File: src/rtl/seq_pkg.sv
package seq_pkg;
  typedef enum logic [2:0] {
    ST_IDLE,
    ST_START,
    ST_WAIT,
    ST_READ,
    ST_WRITE,
    ST_HOLD
  } seq_state_t;

  function automatic int max3(input int a, input int b, input int c);
    int m;
    m = (a > b) ? a : b;
    return (m > c) ? m : c;
  endfunction
endpackage

File: src/rtl/seq_sync2.sv
module seq_sync2 #(
  parameter logic RST_VAL = 1'b1
) (
  input  logic clk,
  input  logic rst,
  input  logic d,
  output logic q
);
  logic meta;

  always_ff @(posedge clk) begin
    if (rst) begin
      meta <= RST_VAL;
      q    <= RST_VAL;
    end else begin
      meta <= d;
      q    <= meta;
    end
  end
endmodule

File: src/rtl/seq_addr_ctr.sv
module seq_addr_ctr #(
  parameter int ADDR_W = 17
) (
  input  logic              clk,
  input  logic              rst,
  input  logic              accept,
  output logic [ADDR_W-1:0] addr,
  output logic              play,
  output logic              go_rec
);
  localparam logic [ADDR_W-1:0] ADDR_MAX = {ADDR_W{1'b1}};

  logic primed;
  logic wrap;

  assign wrap   = accept && primed && (addr == ADDR_MAX);
  assign go_rec = accept && !(play ^ wrap);

  always_ff @(posedge clk) begin
    if (rst) begin
      addr   <= '0;
      play   <= 1'b0;
      primed <= 1'b0;
    end else if (accept) begin
      primed <= 1'b1;
      if (primed) addr <= addr + 1'b1;
      if (wrap)   play <= ~play;
    end
  end
endmodule

File: src/rtl/seq_strobe_fsm.sv
module seq_strobe_fsm
  import seq_pkg::*;
#(
  parameter int STRB_CYC = 4,
  parameter int WE_CYC   = 2,
  parameter int TMO_CYC  = 200
) (
  input  logic clk,
  input  logic rst,
  input  logic go,
  input  logic done,
  output logic idle,
  output logic start_n,
  output logic rd_n,
  output logic we_n,
  output logic tmo
);
  localparam int CMAX  = max3(STRB_CYC, WE_CYC, TMO_CYC);
  localparam int CNT_W = $clog2(CMAX + 1);
  localparam logic [CNT_W-1:0] STRB_LAST = CNT_W'(STRB_CYC - 1);
  localparam logic [CNT_W-1:0] WE_LAST   = CNT_W'(WE_CYC - 1);
  localparam logic [CNT_W-1:0] TMO_LAST  = CNT_W'(TMO_CYC - 1);

  seq_state_t state, nxt;
  logic [CNT_W-1:0] cnt;
  logic tmo_hit;

  always_comb begin
    nxt     = state;
    tmo_hit = 1'b0;
    unique case (state)
      ST_IDLE:  if (go) nxt = ST_START;
      ST_START: if (cnt == STRB_LAST) nxt = ST_WAIT;
      ST_WAIT: begin
        if (done) nxt = ST_READ;
        else if (cnt == TMO_LAST) begin
          nxt     = ST_IDLE;
          tmo_hit = 1'b1;
        end
      end
      ST_READ:  nxt = ST_WRITE;
      ST_WRITE: if (cnt == WE_LAST) nxt = ST_HOLD;
      ST_HOLD:  nxt = ST_IDLE;
      default:  nxt = ST_IDLE;
    endcase
  end

  always_ff @(posedge clk) begin
    if (rst) begin
      state   <= ST_IDLE;
      cnt     <= '0;
      start_n <= 1'b1;
      rd_n    <= 1'b1;
      we_n    <= 1'b1;
      tmo     <= 1'b0;
    end else begin
      state   <= nxt;
      cnt     <= (nxt != state) ? '0 : cnt + 1'b1;
      start_n <= (nxt != ST_START);
      rd_n    <= !(nxt == ST_READ || nxt == ST_WRITE || nxt == ST_HOLD);
      we_n    <= (nxt != ST_WRITE);
      if (tmo_hit) tmo <= 1'b1;
    end
  end

  assign idle = (state == ST_IDLE);
endmodule

File: src/rtl/rec_play_seq.sv
module rec_play_seq #(
  parameter int ADDR_W   = 17,
  parameter int STRB_CYC = 4,
  parameter int WE_CYC   = 2,
  parameter int TMO_CYC  = 200
) (
  input  logic              clk,
  input  logic              rst,
  input  logic              smp_tick,
  input  logic              adc_done_n,
  output logic              adc_start_n,
  output logic              adc_rd_n,
  output logic              ram_we_n,
  output logic              ram_oe_n,
  output logic [ADDR_W-1:0] ram_addr,
  output logic              play_mode,
  output logic              conv_timeout
);
  logic done_n_s;
  logic idle;
  logic accept;
  logic go_rec;

  seq_sync2 #(.RST_VAL(1'b1)) u_sync (
    .clk (clk),
    .rst (rst),
    .d   (adc_done_n),
    .q   (done_n_s)
  );

  assign accept = smp_tick && idle;

  seq_addr_ctr #(.ADDR_W(ADDR_W)) u_ctr (
    .clk    (clk),
    .rst    (rst),
    .accept (accept),
    .addr   (ram_addr),
    .play   (play_mode),
    .go_rec (go_rec)
  );

  seq_strobe_fsm #(
    .STRB_CYC (STRB_CYC),
    .WE_CYC   (WE_CYC),
    .TMO_CYC  (TMO_CYC)
  ) u_fsm (
    .clk     (clk),
    .rst     (rst),
    .go      (go_rec),
    .done    (!done_n_s),
    .idle    (idle),
    .start_n (adc_start_n),
    .rd_n    (adc_rd_n),
    .we_n    (ram_we_n),
    .tmo     (conv_timeout)
  );

  assign ram_oe_n = !play_mode;
endmodule

File: config.mk
export PLATFORM = sky130hd
export DESIGN_NAME = rec_play_seq
export DESIGN_NICKNAME = d
export VERILOG_FILES = /design/src/rtl/seq_pkg.sv /design/src/rtl/seq_sync2.sv /design/src/rtl/seq_addr_ctr.sv /design/src/rtl/seq_strobe_fsm.sv /design/src/rtl/rec_play_seq.sv
export SDC_FILE = /design/constraint.sdc
export NUM_CORES = 1
export LEC_CHECK = 0
export BUFFER_PORTS_ARGS = -buffer_cell sky130_fd_sc_hd__buf_4
export CAP_MARGIN = 20
export CORE_ASPECT_RATIO = 1.4
export CORE_MARGIN = 5
export CORE_UTILIZATION = 48
export DETAILED_ROUTE_END_ITERATION = 10
export PLACE_DENSITY = 0.69
export REMOVE_ABC_BUFFERS = 1
export SLEW_MARGIN = 20
export SYNTH_ARGS = -nofsm -noshare
export SYNTH_HDL_FRONTEND = slang
export SYNTH_SLANG_ARGS = --single-unit
export TNS_END_PERCENT = 50
File: constraint.sdc
create_clock -name clk -period 2.9 [get_ports clk]
set_input_delay 0.58 -clock clk [delete_from_list [all_inputs] [get_ports clk]]
set_output_delay 0.58 -clock clk [all_outputs]
set_load 0.02 [all_outputs]
**Yosys cells after proc, flatten, opt, wreduce, memory -nomap -nowiden**

Cells that the tools add are included.

- Register bits after elaboration: 36
- Output and inout bits: 23
- Logic and storage cells: 51

- Add/subtract/negate cells: 2
- Equality and inequality tests: 14
- Muxes and demuxes: 9
- Bitwise gates (word level): 2
- Reduce and logical (&&, ||, !) cells: 13

Operators with widths:

| cell | number |
|---|---|
| $add 17x1->17 const B | 1 |
| $eq 17x17->1 const B | 1 |
| $mux 3 | 5 |
| $pmux 3 s5 | 1 |
| $eq 3x2->1 const B | 3 |
| $eq 3x3->1 const B | 3 |
| $add 8x1->8 const B | 1 |
| $eq 8x1->1 const B | 1 |
| $eq 8x2->1 const B | 1 |
| $eq 8x8->1 const B | 1 |
| $logic_and 1x1->1 | 4 |
| $reduce_and 2->1 | 2 |
| $eq 3x1->1 const B | 1 |
| $logic_not 1->1 | 3 |
| $logic_not 3->1 | 1 |
| $mux 1 | 3 |
| $ne 3x1->1 const B | 1 |
| $ne 3x3->1 | 1 |
| $ne 3x3->1 const B | 1 |
| $logic_or 1x1->1 | 2 |
| $reduce_or 2->1 | 1 |
| $not 1->1 | 1 |
| $xor 1x1->1 | 1 |

**Logic depth before layout (Yosys ltp)**

Gate-level depths: netlist (run 1).

- Depth after elaboration: 13
- Gate-level depth with buffers: 9
- Gate-level depth less buffers: 9

**Modules after synthesis**

A second synthesis (run 1) with hierarchy kept.

- Cell total of the unflattened synthesis: 195
- Area total of the unflattened synthesis: 1775.5 um^2

By module, submodules not included:

| module | instances | cells each | area each (um^2) | sequential area each (um^2) |
|---|---|---|---|---|
| seq_addr_ctr | 1 | 101 | 915.9 | 380.4 |
| seq_strobe_fsm | 1 | 87 | 793.3 | 300.3 |
| seq_sync2 | 1 | 4 | 52.6 | 40.0 |
| rec_play_seq | 1 | 3 | 13.8 | 0.0 |

**Least setup slack after synthesis (run 1)**

OpenSTA, ideal clock, no wires.

- Kind: reg-to-reg
- From: reg u_ctr.addr[7]
- To: reg u_fsm.cnt[2]
- Library setup time: 0.092 ns
- Data arrival time: 2.342 ns
- Data required time: 2.808 ns
- Setup slack: 0.466 ns
- Cell stages (with the launch flop): 10
- Cells stage by stage: dfxtp_1 -> nand4_1 -> or2_2 -> buf_2 -> nor4_1 -> ha_1 -> a21oi_1 -> o21ai_0 -> a31oi_2 -> nor4_1

- Word-level cells in the longest chain between the ends: 9

Ends and longest elaborated chain:

| what | line | source |
|---|---|---|
| start: declaration | seq_addr_ctr.sv:7 | `output logic [ADDR_W-1:0] addr,` |
| start signal: assignment | seq_addr_ctr.sv:26 | `if (primed) addr <= addr + 1'b1;` |
| $eq 17x17->1 | seq_addr_ctr.sv:16 | `assign wrap = accept && primed && (addr == ADDR_MAX);` |
| $logic_and 1x1->1 | seq_addr_ctr.sv:16 |  |
| $xor 1x1->1 | seq_addr_ctr.sv:17 | `assign go_rec = accept && !(play ^ wrap);` |
| $logic_not 1->1 | seq_addr_ctr.sv:17 |  |
| $logic_and 1x1->1 | seq_addr_ctr.sv:17 |  |
| $mux 3 | seq_strobe_fsm.sv:32 | `ST_IDLE: if (go) nxt = ST_START;` |
| $pmux 3 s5 | seq_strobe_fsm.sv:31 | `unique case (state)` |
| $ne 3x3->1 | seq_strobe_fsm.sv:58 | `cnt <= (nxt != state) ? '0 : cnt + 1'b1;` |
| $reduce_or 2->1 (no source line) | - |  |
| end signal: assignment | seq_strobe_fsm.sv:58 |  |
| end: declaration | seq_strobe_fsm.sv:25 | `logic [CNT_W-1:0] cnt;` |

No other way between the ends.
A chain may end at the register's enable or synchronous reset.

**Final worst setup path (run 1)**

- From: reg u_ctr.addr[7]
- To: reg u_fsm.cnt[3]

The elaborated chain is that of the path after synthesis.

==> metrics.md, run 1 <==
| Metric | Value |
|---|---|
| Status | complete, no violations |
| Min-delay src | u_sync.meta$_SDFF_PP1_ |
| Tot Pwr | 1.013 mW |
| CTS Buf Count | 5 |
| Worst Clk Skew | 0.004920 ns |
| VDD IR-drop max | 0.3930 mV |
| Post-CTS setup buffer count | 0 |
| Initial antenna violation count | 0 |
| Fin Setup TNS | 0 ns |
| Sequential cell area fraction in the yosys report | 0.4260 |
| Placeable core area | 3378 sq um |
| Clock buffer depth | 2 |
| Fin area | 1977 sq um |
| DRT Wirelength | 3862 microns |
| Drt first pass iters | 4 |
| CTS clk-pin slew, worst paths | 0.07 ns |
| Startpoint types | register |
| Worst Path Max Fanout | 11 |
| Post-CTS Resized | 0 |
| Std-Cell Rows | 25 |
| P_int | 0.7849 mW |
| Period minus WS final | 2.637 ns |
| # setup viols final | 0 |
| Skew-Pair Late Insertion Delay | 0.28 ns |
| Grt ovf | 0 |
| Initial Utilization | 0.5007 |
| F_max | 0.3792 GHz |
| Worst Setup SP | u_ctr.addr[7]$_SDFFE_PP0P_ |
| Share of cells above drive strength 1 | 0.2103 |
| Global-route wire length before repair | 6492 microns |
| Die Wd | 60.17 microns |
| ANT nets after route | 0 |
| Total number of yosys warnings | 0 |
| Yosys cell types | 39 |
| Clock tree sinks | 36 |
| Combinational power share | 0.061 |
| I/O Buffers | 26 |
| Hold Path Class | reg -> reg |
| Slew headroom | 0.5652 |
| Area growth syn-to-layout | 16.86% |
| Slowest library cell on the worst path | dfxtp_1 |
| GP Congestion | 0.9224 |
| PD cells | 512.4 nW/um^2 |
| DRC errors left | 0 |
| P_sw | 0.2280 mW |
| MaxCap Viol Count | 0 |
| CP peak stage delay | 0.41 ns |
| Synth Instances | 190 |
| Leak pwr | 0.7406 nW |
| Commonest non-fill, non-tap cell in the layout | dfxtp_1 |
| Crit-path cells | nand4_1 -> or2_2 -> nor4_1 -> ha_1 -> a21oi_1 -> o21ai_0 -> a31oi_2 -> nor4_1 |
| Crit path max-delay family | simple AND/OR/NAND/NOR gates |
| Most frequent cells in the layout | dfxtp_1, buf_4, a21oi_1, nor2_1, nand3_1 |
| Via Count | 1479 |
| Ports | 27 |
| Htree depth | 2 |
| Sw frac | 0.2251 |
| CP Class | reg -> reg |
| Antenna cells | 0 |
| Syn avg cell area | 8.903 sq um |
| Clock power frac | 0.425 |
| Max-slew violations | 0 |
| Worst EP required | 3.08 ns |
| Synthesized flop and latch total | 36 |
| Post-CTS Hold Buffers | 0 |
| Initial DRC Count | 76 |
| Sequential cell fraction of total power | 0.513 |
| Clk root buf | clkbuf_8 |
| RSZ-0062 raised after global routing | false |
| Avg WL per Cell | 15.20 microns |
| Arr. time, crit path | 2.82 ns |
| Post-synthesis cell area | 1692 sq um |
| Period utilization | 0.9094 |
| Die height | 80.24 microns |
| R2r startpoint | u_ctr.addr[7]$_SDFFE_PP0P_ |
| CP endpoint kind | register |
| Dpl cell area | 1869 sq um |
| Drt via density | 5.823 |
| Final layout net count | 221 |
| Number of global-route vias before repair | 1466 |
| DPL Wire Length | 2806 microns |
| Actual slew at the worst max-slew pin | 0.6494 ns |
| DIE AREA | 4828 sq um |
| Final Hold Viols | 0 |
| Top cell by count, worst path | nor4_1 |
| Buf+Inv Stages, Crit Path | 0 |
| CTS tree | done |
| Largest net degree at the start of global routing | 34 |
| GRT Overall Usage | 0.1749 |
cell type report:
type / instances / area (sq um)
Fill cell: 289 / 1401
Timing Repair Buffer: 27 / 202.7
Sequential cell: 36 / 720.7
Multi-Input combinational cell: 136 / 869.6
Inverter: 7 / 26.28
Tap cell: 40 / 50.05
Clock buffer: 6 / 72.57
Clock inverter: 2 / 35.03
power by group through the flow:
stage / sequential [mW] / clock [mW] / combinational, mW
floorplan: 0.531 / 0 / 0.0343
global placement: 0.530 / 0 / 0.0595
detailed placement: 0.531 / 0 / 0.0629
CTS: 0.520 / 0.439 / 0.0629
global route: 0.522 / 0.465 / 0.0689
finish: 0.520 / 0.431 / 0.0621
registers in the layout, indices dropped and copies added (netlist names):
name	count
u_fsm.we_n	1
u_sync.meta	1
u_fsm.state	3
u_sync.q	1
u_fsm.start_n	1
u_ctr.addr	17
u_ctr.play	1
u_ctr.primed	1
u_fsm.cnt	8
u_fsm.tmo	1
u_fsm.rd_n	1
worst reg2reg max path, cell delays in order, from the launching register on:
cell,delay (ns)
dfxtp_1,0.41
nand4_1,0.16
or2_2,0.39
nor4_1,0.33
ha_1,0.24
a21oi_1,0.07
o21ai_0,0.33
a31oi_2,0.26
nor4_1,0.34
logic make-up after synthesis:
family	synth area share
fa+ha+maj	0.02959
xor+xnor	0.06731
buf+inv	0.05991
simple gates	0.2996
compound gates	0.1176
flops	0.4260
routing by layer:
layer  GRT usage  vias up  share of wire
li1            -      723              -
met1      0.1895      706           0.39
met2      0.3084       44           0.53
met3     0.05305        6          0.058
met4     0.06652        0          0.014
met5           0        -              0
path summary, 6_finish.rpt:
path | end | slack (ns) | cells after the start
setup / recovery | u_fsm.cnt[3]$_SDFF_PP0_ | 0.26 | 8
hold / removal | u_sync.q$_SDFF_PP1_ | 0.42 | 1
setup reg to reg | u_fsm.cnt[3]$_SDFF_PP0_ | 0.26 | 8
hold reg to reg | u_sync.q$_SDFF_PP1_ | 0.42 | 1
through the flow:
| stage | setup slack [ns] | hold WS (ns) | std cells | util |
|---|---|---|---|---|
| after floorplan | 0.5366 | 0.3895 | 179 | - |
| after global placement | 0.4927 | 0.3940 | 246 | 0.5533 |
| after detailed placement | 0.2714 | 0.4068 | 246 | 0.5533 |
| after CTS | 0.2572 | 0.4214 | 254 | 0.5852 |
| after global routing | 0.01902 | 0.4581 | 254 | 0.5852 |
| final | 0.2628 | 0.4179 | 254 | 0.5852 |
cell usage after synthesis:
master / count / area share
inv_1: 7 / 0.016
or3_1: 5 / 0.018
a31oi_2: 1 / 0.0074
buf_2: 3 / 0.0089
a21oi_1: 17 / 0.050
nand4_1: 3 / 0.011
nand4_2: 2 / 0.015
a41oi_1: 1 / 0.0052
buf_4: 2 / 0.0089
clkbuf_1: 3 / 0.0067
and4_1: 1 / 0.0052
or3b_2: 1 / 0.0052
or2_2: 3 / 0.011
a21o_1: 1 / 0.0044
o31a_2: 1 / 0.0059
and4bb_2: 1 / 0.0074
nor3_1: 3 / 0.0089
nor4b_1: 1 / 0.0052
or4_1: 4 / 0.018
nor3b_1: 2 / 0.0089
nand3_2: 1 / 0.0059
o22ai_1: 1 / 0.0037
nand2_1: 11 / 0.024
dfxtp_1: 36 / 0.43
nor4b_4: 1 / 0.014
nand3_1: 12 / 0.036
o31ai_1: 4 / 0.018
and2_1: 2 / 0.0074
o21ai_0: 6 / 0.018
nor2b_1: 1 / 0.0037
nor2_1: 16 / 0.036
xnor2_1: 6 / 0.031
xor2_1: 7 / 0.036
nor4_1: 9 / 0.033
o22a_1: 1 / 0.0052
ha_1: 4 / 0.030
buf_6: 3 / 0.020
nand2b_1: 1 / 0.0037
and3_1: 6 / 0.022
No activity file was read; power rests on OpenSTA's default activity.
==> run 2, diff against run 1 <==
--- a/config.mk
+++ b/config.mk
@@ -11,7 +11,7 @@
 export CORE_MARGIN = 5
 export CORE_UTILIZATION = 48
 export DETAILED_ROUTE_END_ITERATION = 10
-export PLACE_DENSITY = 0.69
+export PLACE_DENSITY = 0.66
 export REMOVE_ABC_BUFFERS = 1
 export SLEW_MARGIN = 20
 export SYNTH_ARGS = -nofsm -noshare
==> run 2 against run 1 <==
First-iteration DRC count decreased by 50%. Clock-buffer cell count shrank 1. Clock power up 40%. Final cell count did not move. Die area unchanged.
==> metrics.md, run 2 (synthesis gave the netlist of run 1 again) <==
| Metric | Value |
|---|---|
| Status | complete, no violations |
| Hold Path Class | reg -> reg |
| DPL Wire Length | 2618 microns (-6.7%) |
| Top cell by count, worst path | nor4_1 |
| Biggest register | u_ctr.addr |
| Via Count | 1442 (-2.5%) |
| Largest regs | u_ctr.addr x17, u_fsm.cnt x8, u_fsm.state x3 |
| DRT Wirelength | 3615 microns (-6.4%) |
| Largest net degree at the start of global routing | 34 (unchanged) |
| Post-CTS setup buffer count | 0 (unchanged) |
| Fin Setup TNS | 0 ns (unchanged) |
| CP Class | reg -> reg |
| CTS tree | done |
| CTS Buf Count | 5 (unchanged) |
| Leak pwr | 0.7638 nW (+3.1%) |
| Drt via density | 5.677 (-2.5%) |
| Share of cells above drive strength 1 | 0.2150 (+0.004673) |
| PD cells | 583.9 nW/um^2 (+14%) |
| Worst Clk Skew | 0.007279 ns (+0.002359 ns) |
| CP peak stage delay | 0.41 ns (about the same) |
| Initial Utilization | 0.5007 (unchanged) |
| Fin cells | 254 (unchanged) |
| Initial antenna violation count | 0 (unchanged) |
| DRC errors left | 0 (unchanged) |
| CTS clk-pin slew, worst paths | 0.07 ns (about the same) |
| Avg WL per Cell | 14.23 microns (-6.4%) |
| Max reg flops | 17 (unchanged) |
| Arr. time, crit path | 2.81 ns (about the same) |
| MaxCap Viol Count | 0 (unchanged) |
| Actual slew at the worst max-slew pin | 0.5540 ns (-0.09539 ns) |
| Hold Slack | 0.4209 ns (+0.002996 ns) |
| Die height | 80.24 microns (unchanged) |
| Number of global-route vias before repair | 1411 (-3.8%) |
| Slowest library cell on the worst path | dfxtp_1 |
| Commonest non-fill, non-tap cell in the layout | dfxtp_1 |
| Die Wd | 60.17 microns (unchanged) |
| VDD IR-drop max | 0.4630 mV (+18%) |
| Final layout net count | 221 (unchanged) |
| Placeable core area | 3378 sq um (unchanged) |
| Startpoint types | register |
| CP endpoint kind | register |
| Most frequent cells in the layout | dfxtp_1, buf_4, a21oi_1, nor2_1, nand3_1 |
| I/O Buffers | 26 (unchanged) |
| Global-route wire length before repair | 6147 microns (-5.3%) |
| Clock tree sinks | 36 (unchanged) |
| GRT Overall Usage | 0.1636 (-0.01133) |
| Pre-CTS setup slack | 0.2881 ns (+0.01663 ns) |
| Period minus WS final | 2.626 ns (-0.01150 ns) |
| Htree depth | 2 (unchanged) |
| Dpl cell area | 1869 sq um (unchanged) |
| Initial DRC Count | 38 (-50%) |
| Post-CTS Hold Buffers | 0 (unchanged) |
| RSZ-0062 raised after global routing | false |
| Crit-path cells | nand4_1 -> or2_2 -> nor4_1 -> ha_1 -> a21oi_1 -> o21ai_0 -> a31oi_2 -> nor4_1 |
| Skew-Pair Late Insertion Delay | 0.28 ns (about the same) |
| Period utilization | 0.9054 (-0.003964) |
| Post-layout util | 0.6004 (+0.01519) |
| Buf+Inv Stages, Crit Path | 0 (unchanged) |
| Final Hold Viols | 0 (unchanged) |
| Crit path max-delay family | simple AND/OR/NAND/NOR gates |
| Final WS setup | 0.2743 ns (+0.01150 ns) |
| Drt first pass iters | 4 (unchanged) |
| ANT nets after route | 0 (unchanged) |
| GP Congestion | 0.7807 (-15%) |
| DIE AREA | 4828 sq um (unchanged) |
| Clock buffer depth | 2 (unchanged) |
| # setup viols final | 0 (unchanged) |
| Post-CTS Resized | 0 (unchanged) |
| Max-slew violations | 0 (unchanged) |
| Slew headroom | 0.6291 (+0.06387) |
| Placed cell count | 246 (unchanged) |
| Std-Cell Rows | 25 (unchanged) |
| F_max | 0.3809 GHz (+0.44%) |
| Fin area | 2028 sq um (+2.6%) |
| Grt ovf | 0 (unchanged) |
| FILL cells | 302 (+4.5%) |
| Antenna cells | 0 (unchanged) |
| Tot Pwr | 1.184 mW (+17%) |
| Clk root buf | clkbuf_8 |
| Area growth syn-to-layout | 19.90% |
| Ports | 27 (unchanged) |
| Worst Path Max Fanout | 11 (unchanged) |
| Worst EP required | 3.08 ns (about the same) |
[run 2: cell count changes in the layout (fill, tap and decap cells not counted), sizes merged]
cell	change
bufinv	+2
clkbuf	-1
clkinv	-1
[run 2: worst paths after layout]
kind,startpoint,end,slack (ns),cells past startpoint
max,u_ctr.addr[7]$_SDFFE_PP0P_,u_fsm.cnt[6]$_SDFF_PP0_,0.27,8
min,u_sync.meta$_SDFF_PP1_,u_sync.q$_SDFF_PP1_,0.42,1
max reg2reg,u_ctr.addr[7]$_SDFFE_PP0P_,u_fsm.cnt[6]$_SDFF_PP0_,0.27,8
min reg2reg,u_sync.meta$_SDFF_PP1_,u_sync.q$_SDFF_PP1_,0.42,1
[run 2: final cells by class]
class                   instances  area [sq um]  share of cell area
repair buffers                 27         202.7             0.09994
inverters                       7         26.28             0.01295
clock inverters                 3         90.09             0.04442
multi-input cells             136         869.6              0.4287
clock buffers                   5         68.82             0.03393
well taps                      40         50.05             0.02468
flip-flops and latches         36         720.7              0.3553
[run 2: per-layer routing]
layer  part of all wire  global-route usage  routed length (microns)
met3              0.055             0.04502                      200
met4              0.012             0.05322                       44
met2               0.53              0.2890                     1906
met5                  0                   0                        0
met1               0.40              0.1835                     1463
[run 2: where the power goes]
part / internal, mW / switching (mW)
clock: 0.430 / 0.173
combinational: 0.0250 / 0.0365
sequential: 0.505 / 0.0153
[run 2: worst reg2reg max path: stages (launching register included)]
cell,delay [ns]
dfxtp_1,0.41
nand4_1,0.16
or2_2,0.40
nor4_1,0.31
ha_1,0.23
a21oi_1,0.07
o21ai_0,0.34
a31oi_2,0.28
nor4_1,0.32
